$ cat config.mk
export PLATFORM = sky130hd
export DESIGN_NAME = rtc_tick_core
export DESIGN_NICKNAME = d
export VERILOG_FILES = /design/src/rtl/rtc_tick_pkg.sv /design/src/rtl/rtc_prescaler.sv /design/src/rtl/rtc_drift_comp.sv /design/src/rtl/rtc_time_count.sv /design/src/rtl/rtc_events.sv /design/src/rtl/rtc_tick_core.sv
export SDC_FILE = /design/constraint.sdc
export NUM_CORES = 1
export LEC_CHECK = 0
export ABC_AREA = 1
export BUFFER_PORTS_ARGS = -buffer_cell sky130_fd_sc_hd__buf_2
export CORE_ASPECT_RATIO = 1.5
export CORE_MARGIN = 2
export CORE_UTILIZATION = 54
export CTS_CLUSTER_SIZE = 40
export DETAILED_ROUTE_END_ITERATION = 7
export GPL_ROUTABILITY_DRIVEN = 1
export GPL_TIMING_DRIVEN = 0
export MAX_ROUTING_LAYER = met4
export PLACE_DENSITY = 0.82
export REMOVE_ABC_BUFFERS = 1
export SYNTH_ARGS = -nofsm -noshare
export SYNTH_HDL_FRONTEND = slang
export SYNTH_HIERARCHICAL = 1
export SYNTH_SLANG_ARGS = --single-unit
$ cat constraint.sdc
create_clock -name clk -period 2.26 [get_ports clk]
set_input_delay 0.339 -clock clk [delete_from_list [all_inputs] [get_ports clk]]
set_output_delay 0.339 -clock clk [all_outputs]
set_load 0.01 [all_outputs]
$ cat src/rtl/rtc_tick_pkg.sv
// Shared types for the real-time clock timebase.
package rtc_tick_pkg;
    typedef enum logic [1:0] {
        TICK_EACH_SEC  = 2'd0,
        TICK_SEC_WRAP  = 2'd1,
        TICK_MIN_WRAP  = 2'd2,
        TICK_HOUR_WRAP = 2'd3
    } tick_period_e;
endpackage

$ cat src/rtl/rtc_prescaler.sv
// Second prescaler: counts enable strobes down to a second boundary.
// Assumes reload_len is never zero and is valid in the boundary cycle.
module rtc_prescaler #(
    parameter int PRESCALE = 32768,
    parameter int PW       = 17
) (
    input  logic          clk,
    input  logic          rst_n,
    input  logic          tick_en,
    input  logic          run_en,
    input  logic [PW-1:0] reload_len,
    output logic          sec_strobe
);
    logic [PW-1:0] pre_cnt;

    // Boundary when the last enable of the current second arrives.
    always_comb sec_strobe = tick_en && run_en && (pre_cnt == PW'(1));

    // Count enables down, reload with the next second's length.
    always_ff @(posedge clk) begin
        if (!rst_n)
            pre_cnt <= PW'(PRESCALE);
        else if (tick_en && run_en)
            pre_cnt <= (pre_cnt == PW'(1)) ? reload_len : pre_cnt - PW'(1);
    end

    AST_FROZEN_WHEN_STOPPED: assert property (@(posedge clk) disable iff (!rst_n)
        !run_en |=> $stable(pre_cnt));
endmodule

$ cat src/rtl/rtc_drift_comp.sv
// Drift trim: holds the signed trim word and the correction countdown,
// and supplies the length of the next second to the prescaler.
// Assumes PW > 16 so the trimmed length never overflows.
module rtc_drift_comp #(
    parameter int PRESCALE      = 32768,
    parameter int CORR_FIRST    = 1800,
    parameter int CORR_INTERVAL = 3600,
    parameter int PW            = 17
) (
    input  logic          clk,
    input  logic          rst_n,
    input  logic          sec_strobe,
    input  logic          comp_wr_hi,
    input  logic          comp_wr_lo,
    input  logic [7:0]    comp_byte,
    output logic [PW-1:0] reload_len
);
    localparam int CMAX = (CORR_FIRST > CORR_INTERVAL) ? CORR_FIRST : CORR_INTERVAL;
    localparam int CW   = $clog2(CMAX + 1);
    localparam int TW   = PW + 1;

    logic [15:0]          comp_q;
    logic [CW-1:0]        corr_cnt;
    logic                 corr_due;
    logic signed [TW-1:0] trimmed;

    // Length of the next second: trimmed at a correction point, clamped to 1.
    always_comb begin
        corr_due = (corr_cnt == CW'(1));
        trimmed  = $signed(TW'(PRESCALE)) - $signed({{(TW-16){comp_q[15]}}, comp_q});
        if (!corr_due)
            reload_len = PW'(PRESCALE);
        else if (trimmed[TW-1] || (trimmed == '0))
            reload_len = PW'(1);
        else
            reload_len = trimmed[PW-1:0];
    end

    // Byte-wise trim word updates, each half on its own strobe.
    always_ff @(posedge clk) begin
        if (!rst_n) begin
            comp_q <= '0;
        end else begin
            if (comp_wr_hi) comp_q[15:8] <= comp_byte;
            if (comp_wr_lo) comp_q[7:0]  <= comp_byte;
        end
    end

    // Correction countdown in seconds, restarted at each correction point.
    always_ff @(posedge clk) begin
        if (!rst_n)
            corr_cnt <= CW'(CORR_FIRST);
        else if (sec_strobe)
            corr_cnt <= corr_due ? CW'(CORR_INTERVAL) : corr_cnt - CW'(1);
    end

    AST_HI_WRITE_KEEPS_LO: assert property (@(posedge clk) disable iff (!rst_n)
        (comp_wr_hi && !comp_wr_lo) |=> comp_q[7:0] == $past(comp_q[7:0]));
    AST_LO_WRITE_KEEPS_HI: assert property (@(posedge clk) disable iff (!rst_n)
        (comp_wr_lo && !comp_wr_hi) |=> comp_q[15:8] == $past(comp_q[15:8]));
endmodule

$ cat src/rtl/rtc_time_count.sv
// Time-of-day counter: seconds, minutes, hours with parameterised wraps.
// Advances only on sec_strobe; exposes the wrap conditions of the
// current value so the event logic can act on the same boundary.
module rtc_time_count #(
    parameter int SEC_WRAP  = 60,
    parameter int MIN_WRAP  = 60,
    parameter int HOUR_WRAP = 24,
    parameter int SB        = 6,
    parameter int MB        = 6,
    parameter int HB        = 5
) (
    input  logic          clk,
    input  logic          rst_n,
    input  logic          sec_strobe,
    output logic [SB-1:0] secs,
    output logic [MB-1:0] mins,
    output logic [HB-1:0] hours,
    output logic          sec_wrap,
    output logic          min_wrap,
    output logic          hour_wrap
);
    // Carry chain: which fields roll over at the next boundary.
    always_comb begin
        sec_wrap  = (secs == SB'(SEC_WRAP - 1));
        min_wrap  = sec_wrap && (mins == MB'(MIN_WRAP - 1));
        hour_wrap = min_wrap && (hours == HB'(HOUR_WRAP - 1));
    end

    // Advance the three fields on a boundary.
    always_ff @(posedge clk) begin
        if (!rst_n) begin
            secs  <= '0;
            mins  <= '0;
            hours <= '0;
        end else if (sec_strobe) begin
            secs <= sec_wrap ? '0 : secs + SB'(1);
            if (sec_wrap)  mins  <= min_wrap  ? '0 : mins + MB'(1);
            if (min_wrap)  hours <= hour_wrap ? '0 : hours + HB'(1);
        end
    end

    AST_SEC_STEP: assert property (@(posedge clk) disable iff (!rst_n)
        (sec_strobe && !sec_wrap) |=> secs == $past(secs) + SB'(1));
    AST_HOLD_BETWEEN: assert property (@(posedge clk) disable iff (!rst_n)
        !sec_strobe |=> $stable({hours, mins, secs}));
endmodule

$ cat src/rtl/rtc_events.sv
// Event logic: periodic tick selection and the alarm countdown.
// Both events are registered so they line up with the time update.
module rtc_events
    import rtc_tick_pkg::*;
#(
    parameter int ALM_W    = 17,
    parameter int ALM_INIT = 1800
) (
    input  logic             clk,
    input  logic             rst_n,
    input  logic             sec_strobe,
    input  logic             run_en,
    input  logic             alarm_en,
    input  logic [1:0]       period_sel,
    input  logic             sec_wrap,
    input  logic             min_wrap,
    input  logic             hour_wrap,
    input  logic             alarm_load,
    input  logic [ALM_W-1:0] alarm_secs,
    output logic             evt_tick,
    output logic             evt_alarm
);
    logic [ALM_W-1:0] alm_cnt;
    logic             tick_hit;
    logic             load_ok;

    // Select the rollover condition that qualifies a tick.
    always_comb begin
        load_ok = alarm_load && run_en && alarm_en;
        case (tick_period_e'(period_sel))
            TICK_EACH_SEC:  tick_hit = 1'b1;
            TICK_SEC_WRAP:  tick_hit = sec_wrap;
            TICK_MIN_WRAP:  tick_hit = min_wrap;
            default:        tick_hit = hour_wrap;
        endcase
    end

    // Register the events and run the alarm countdown.
    always_ff @(posedge clk) begin
        if (!rst_n) begin
            evt_tick  <= 1'b0;
            evt_alarm <= 1'b0;
            alm_cnt   <= ALM_W'(ALM_INIT);
        end else begin
            evt_tick  <= sec_strobe && tick_hit;
            evt_alarm <= sec_strobe && alarm_en && !load_ok && (alm_cnt == ALM_W'(1));
            if (load_ok)
                alm_cnt <= alarm_secs;
            else if (sec_strobe && (alm_cnt != '0))
                alm_cnt <= alm_cnt - ALM_W'(1);
        end
    end

    AST_TICK_ON_BOUNDARY: assert property (@(posedge clk) disable iff (!rst_n)
        evt_tick |-> $past(sec_strobe));
    AST_ALARM_GATED: assert property (@(posedge clk) disable iff (!rst_n)
        evt_alarm |-> $past(alarm_en));
    AST_ALARM_SINGLE: assert property (@(posedge clk) disable iff (!rst_n)
        evt_alarm |=> !evt_alarm);
    AST_LOAD_IGNORED: assert property (@(posedge clk) disable iff (!rst_n)
        (alarm_load && !(run_en && alarm_en) && !sec_strobe) |=> $stable(alm_cnt));
endmodule

$ cat src/rtl/rtc_tick_core.sv
// Real-time clock second timebase with tick/alarm events and drift trim.
// Assumes tick_en is a one-cycle strobe; all controls are synchronous.
module rtc_tick_core #(
    parameter int PRESCALE      = 32768,
    parameter int SEC_WRAP      = 60,
    parameter int MIN_WRAP      = 60,
    parameter int HOUR_WRAP     = 24,
    parameter int CORR_FIRST    = 1800,
    parameter int CORR_INTERVAL = 3600,
    parameter int ALM_W         = 17,
    parameter int ALM_INIT      = 1800,
    localparam int SB           = $clog2(SEC_WRAP),
    localparam int MB           = $clog2(MIN_WRAP),
    localparam int HB           = $clog2(HOUR_WRAP)
) (
    input  logic             clk,
    input  logic             rst_n,
    input  logic             tick_en,
    input  logic             run_en,
    input  logic             alarm_en,
    input  logic [1:0]       period_sel,
    input  logic             comp_wr_hi,
    input  logic             comp_wr_lo,
    input  logic [7:0]       comp_byte,
    input  logic             alarm_load,
    input  logic [ALM_W-1:0] alarm_secs,
    output logic             evt_tick,
    output logic             evt_alarm,
    output logic [SB-1:0]    secs,
    output logic [MB-1:0]    mins,
    output logic [HB-1:0]    hours
);
    localparam int PW = $clog2(PRESCALE + 32768) + 1;

    logic          sec_strobe;
    logic [PW-1:0] reload_len;
    logic          sec_wrap, min_wrap, hour_wrap;

    rtc_drift_comp #(
        .PRESCALE(PRESCALE), .CORR_FIRST(CORR_FIRST),
        .CORR_INTERVAL(CORR_INTERVAL), .PW(PW)
    ) u_trim (
        .clk(clk), .rst_n(rst_n), .sec_strobe(sec_strobe),
        .comp_wr_hi(comp_wr_hi), .comp_wr_lo(comp_wr_lo),
        .comp_byte(comp_byte), .reload_len(reload_len)
    );

    rtc_prescaler #(.PRESCALE(PRESCALE), .PW(PW)) u_pre (
        .clk(clk), .rst_n(rst_n), .tick_en(tick_en), .run_en(run_en),
        .reload_len(reload_len), .sec_strobe(sec_strobe)
    );

    rtc_time_count #(
        .SEC_WRAP(SEC_WRAP), .MIN_WRAP(MIN_WRAP), .HOUR_WRAP(HOUR_WRAP),
        .SB(SB), .MB(MB), .HB(HB)
    ) u_time (
        .clk(clk), .rst_n(rst_n), .sec_strobe(sec_strobe),
        .secs(secs), .mins(mins), .hours(hours),
        .sec_wrap(sec_wrap), .min_wrap(min_wrap), .hour_wrap(hour_wrap)
    );

    rtc_events #(.ALM_W(ALM_W), .ALM_INIT(ALM_INIT)) u_evt (
        .clk(clk), .rst_n(rst_n), .sec_strobe(sec_strobe),
        .run_en(run_en), .alarm_en(alarm_en), .period_sel(period_sel),
        .sec_wrap(sec_wrap), .min_wrap(min_wrap), .hour_wrap(hour_wrap),
        .alarm_load(alarm_load), .alarm_secs(alarm_secs),
        .evt_tick(evt_tick), .evt_alarm(evt_alarm)
    );
endmodule

==> metrics <==
cell area power density=619.2 nW/um2; total gr overflow=0; R2R Path Start=u_trim/comp_q[0]$_SDFFE_PN0P_; Netlist Area Pre-Place=5459 um2; worst-margin pin slew=0.8544 ns; adder-cell share of the synthesized area=2.292%; Post-Synthesis Cells=872; starting density of the core=54.78%; Clk Tree Root Cell=clkbuf_16; crit path DAT=2.32 ns; Setup Viol. Count Final=0; worst clock skew=0.009746 ns; standard-cell rows=45; multiplexer share of the synthesized area=0%; DIE AREA=10,950 um2; vias in the first global route=5,132; Synth Warn #=6; post-synth cell types=43; first-pass GRT wire length=21.69 mm; wire per inst=12.39 um; largest family of logic cells by synthesized area=simple AND/OR/NAND/NOR gates; Skew-Pair Late Insertion Delay=0.35 ns; Reg area=1622 um2; CP Class=flop to flop; Die H=127.1 um; Max clock buf depth=2; GP Congestion=0.9306; ant diodes=0; status=completed; Worst VDD drop=0.0004586 V; relative slew slack=43.04%; vias per cell=5.241; r2r endpoint=u_pre/pre_cnt[7]$_SDFFE_PN0P_; max incr delay on CP=0.32 ns; RSZ-0062 raised after global routing=no; H-tree Lvls=3; number of top-level pins=54; fillers=911; register area share after synthesis=29.70%; CTS Buf Count=9; setup_tns=0 ns; ANT nets after route=0; FMAX=470.5 MHz; R2R setup slack=0.13 ns; Final Hold Viols=0; initial antenna violation count=0; Max Cap Viol=0; CP Capture Type=flop; Hold Path Stages=3; drt drc=0; Tmin final=2.126 ns; Post-synth EDFFs=0; crit start category=flop; Compound-Gate Fraction of Synth Area=8.412%; vias=5,508; wirelength, routed=13.03 mm; GRT Total Usage=24.90%; Finished Core Util=62.69%; multi-input logic area=3387 um2; critical-path cell list=inv_4 -> ha_4 -> nand2_4 -> nor2_4 -> nand2_1 -> nand2_1 -> nand3_1 -> nor2_2 -> nand3_4 -> nand2_4 -> nor2_2 -> nand3b_1 -> nand3_1 -> a21oi_1; number of port buffers=53; Pins Over Slew Limit=0; critical hold path startpoint=comp_byte[6]; commonest non-fill, non-tap cell in the layout=nand2_1; CTS sink cnt=81; worst hold-check path type=input pin to flop; Worst Hold End=u_trim/comp_q[14]$_SDFFE_PN0P_; period utilisation layout=94.05%; most frequent cells in the layout=nand2_1 (243), nor2_1 (123), inv_1 (103); final net count=974; xor/xnor cell area share of the yosys netlist=2.246%; FF+latch count, synth=81; Post-CTS Hold Fix Bufs=0; post-synthesis simple-gate area fraction=46.85%; critical-path maximum fanout=7; Static Leak=0.002948 uW; CTS tree=yes; Core Box Area=9966 um2; async set-or-reset flop fraction in the synthesized netlist=0%; Synth-to-Final Area Change=14.44%; first-pass detailed-route iteration total=5; layout cells sized above 1=16.81%; HPWL after detailed placement=9.241 mm; largest net degree at the start of global routing=51; worst r2r path cells=14; CP required=2.46 ns; clock slew at reported path FFs=0.06 ns; Post-synth top flop=dfxtp_1; Mapped Avg Cell Area=6.260 um2; CP max-delay cell=dfxtp_1; 1st-iter DRT viols=275; die width=86.10 um
state kept, by name, indices dropped and copies added (netlist names), 5 cells and up:
register	cells
u_pre/pre_cnt	17
u_trim/comp_q	16
u_time/hours	5
u_time/mins	6
u_time/secs	6
u_evt/alm_cnt	17
u_trim/corr_cnt	12
metrics by stage:
stage / setup WS, ns / area (um2) / instances / power (uW) / hold WS (ns)
finish: 0.1345 / 6247 / 1051 / 3868 / 0.2379
global route: 0.009732 / 6247 / 1051 / 4066 / 0.2363
CTS: 0.02108 / 6085 / 1041 / 3833 / 0.2306
detailed placement: -0.5237 / 5725 / 1021 / 2316 / 0.4729
global placement: -0.5030 / 5725 / 1021 / 2305 / 0.4642
floorplan: -0.1116 / 5314 / 851 / 2139 / 0.4077
cells in the mapped netlist, types with 11 or more instances:
cell | number | share of area, %
nand3_1 | 82 | 7.5
nor2_2 | 15 | 1.7
clkbuf_1 | 11 | 0.76
nor2_1 | 131 | 9.0
dfxtp_1 | 81 | 30
inv_1 | 105 | 7.2
xor2_1 | 12 | 1.9
o21ai_0 | 41 | 3.8
nand2_1 | 245 | 17
a21oi_1 | 38 | 3.5
layout make-up:
| type | instances | share of cell area [%] |
|---|---|---|
| clock buffers | 13 | 4.166 |
| multi-input cells | 661 | 54.22 |
| inverters | 112 | 6.890 |
| repair buffers | 64 | 5.688 |
| flip-flops and latches | 81 | 25.96 |
| well taps | 117 | 2.343 |
| clock inverters | 3 | 0.7410 |
critical path, delay by kind of cell (launching register included):
family,cells,cell delay (ns)
compound gates,1,0.10
fa+ha+maj,1,0.18
simple gates,11,1.25
flops,1,0.32
buf+inv,1,0.10
cell families (layout without fill, tap and decap cells):
logic type               count (synthesis)  in the layout
AND/OR/NAND/NOR                        545            548
buffers and inverters                  133            192
AO/OA/AOI/OAI                           89             89
flip-flops                              81             81
XOR/XNOR                                14             14
adder cells (fa/ha/maj)                 10             10
timing repair:
action	in CTS	in global routing
setup buffers	3	8
gates resized for setup	5	20
gates cloned	1	2
setup endpoints to repair	47	40
pin swaps	3	11
power by group:
part | internal [uW] | leakage, uW | switching (uW)
clock network | 921 | 0.000146 | 598
logic | 281 | 0.00214 | 508
registers | 1490 | 0.000661 | 69.9
total | 2690 | 0.00295 | 1180
routing by layer:
layer | track usage [%] | up-vias | wire (um)
met5 | - | - | 0
met4 | 12.89 | 0 | 516
met3 | 5.039 | 41 | 538
met2 | 44.28 | 127 | 6895
met1 | 25.36 | 2465 | 5075
li1 | - | 2875 | -
worst max-delay path by stage:
stage,startpoint,end,slack (ns),depth (start not counted)
CTS,u_trim/comp_q[0]$_SDFFE_PN0P_,u_pre/pre_cnt[14]$_SDFFE_PN0P_,0.02,17
finish,u_trim/comp_q[0]$_SDFFE_PN0P_,u_pre/pre_cnt[7]$_SDFFE_PN0P_,0.13,14
global route,u_trim/comp_q[5]$_SDFFE_PN0P_,u_pre/pre_cnt[12]$_SDFFE_PN0P_,0.01,18
global placement,u_pre/pre_cnt[1]$_SDFFE_PN0P_,u_trim/corr_cnt[10]$_SDFFE_PN1P_,-0.50,15
detailed placement,u_pre/pre_cnt[1]$_SDFFE_PN0P_,u_trim/corr_cnt[10]$_SDFFE_PN1P_,-0.52,15
floorplan,u_pre/pre_cnt[1]$_SDFFE_PN0P_,u_trim/corr_cnt[10]$_SDFFE_PN1P_,-0.11,15
Power figures use the tool's default switching activity.
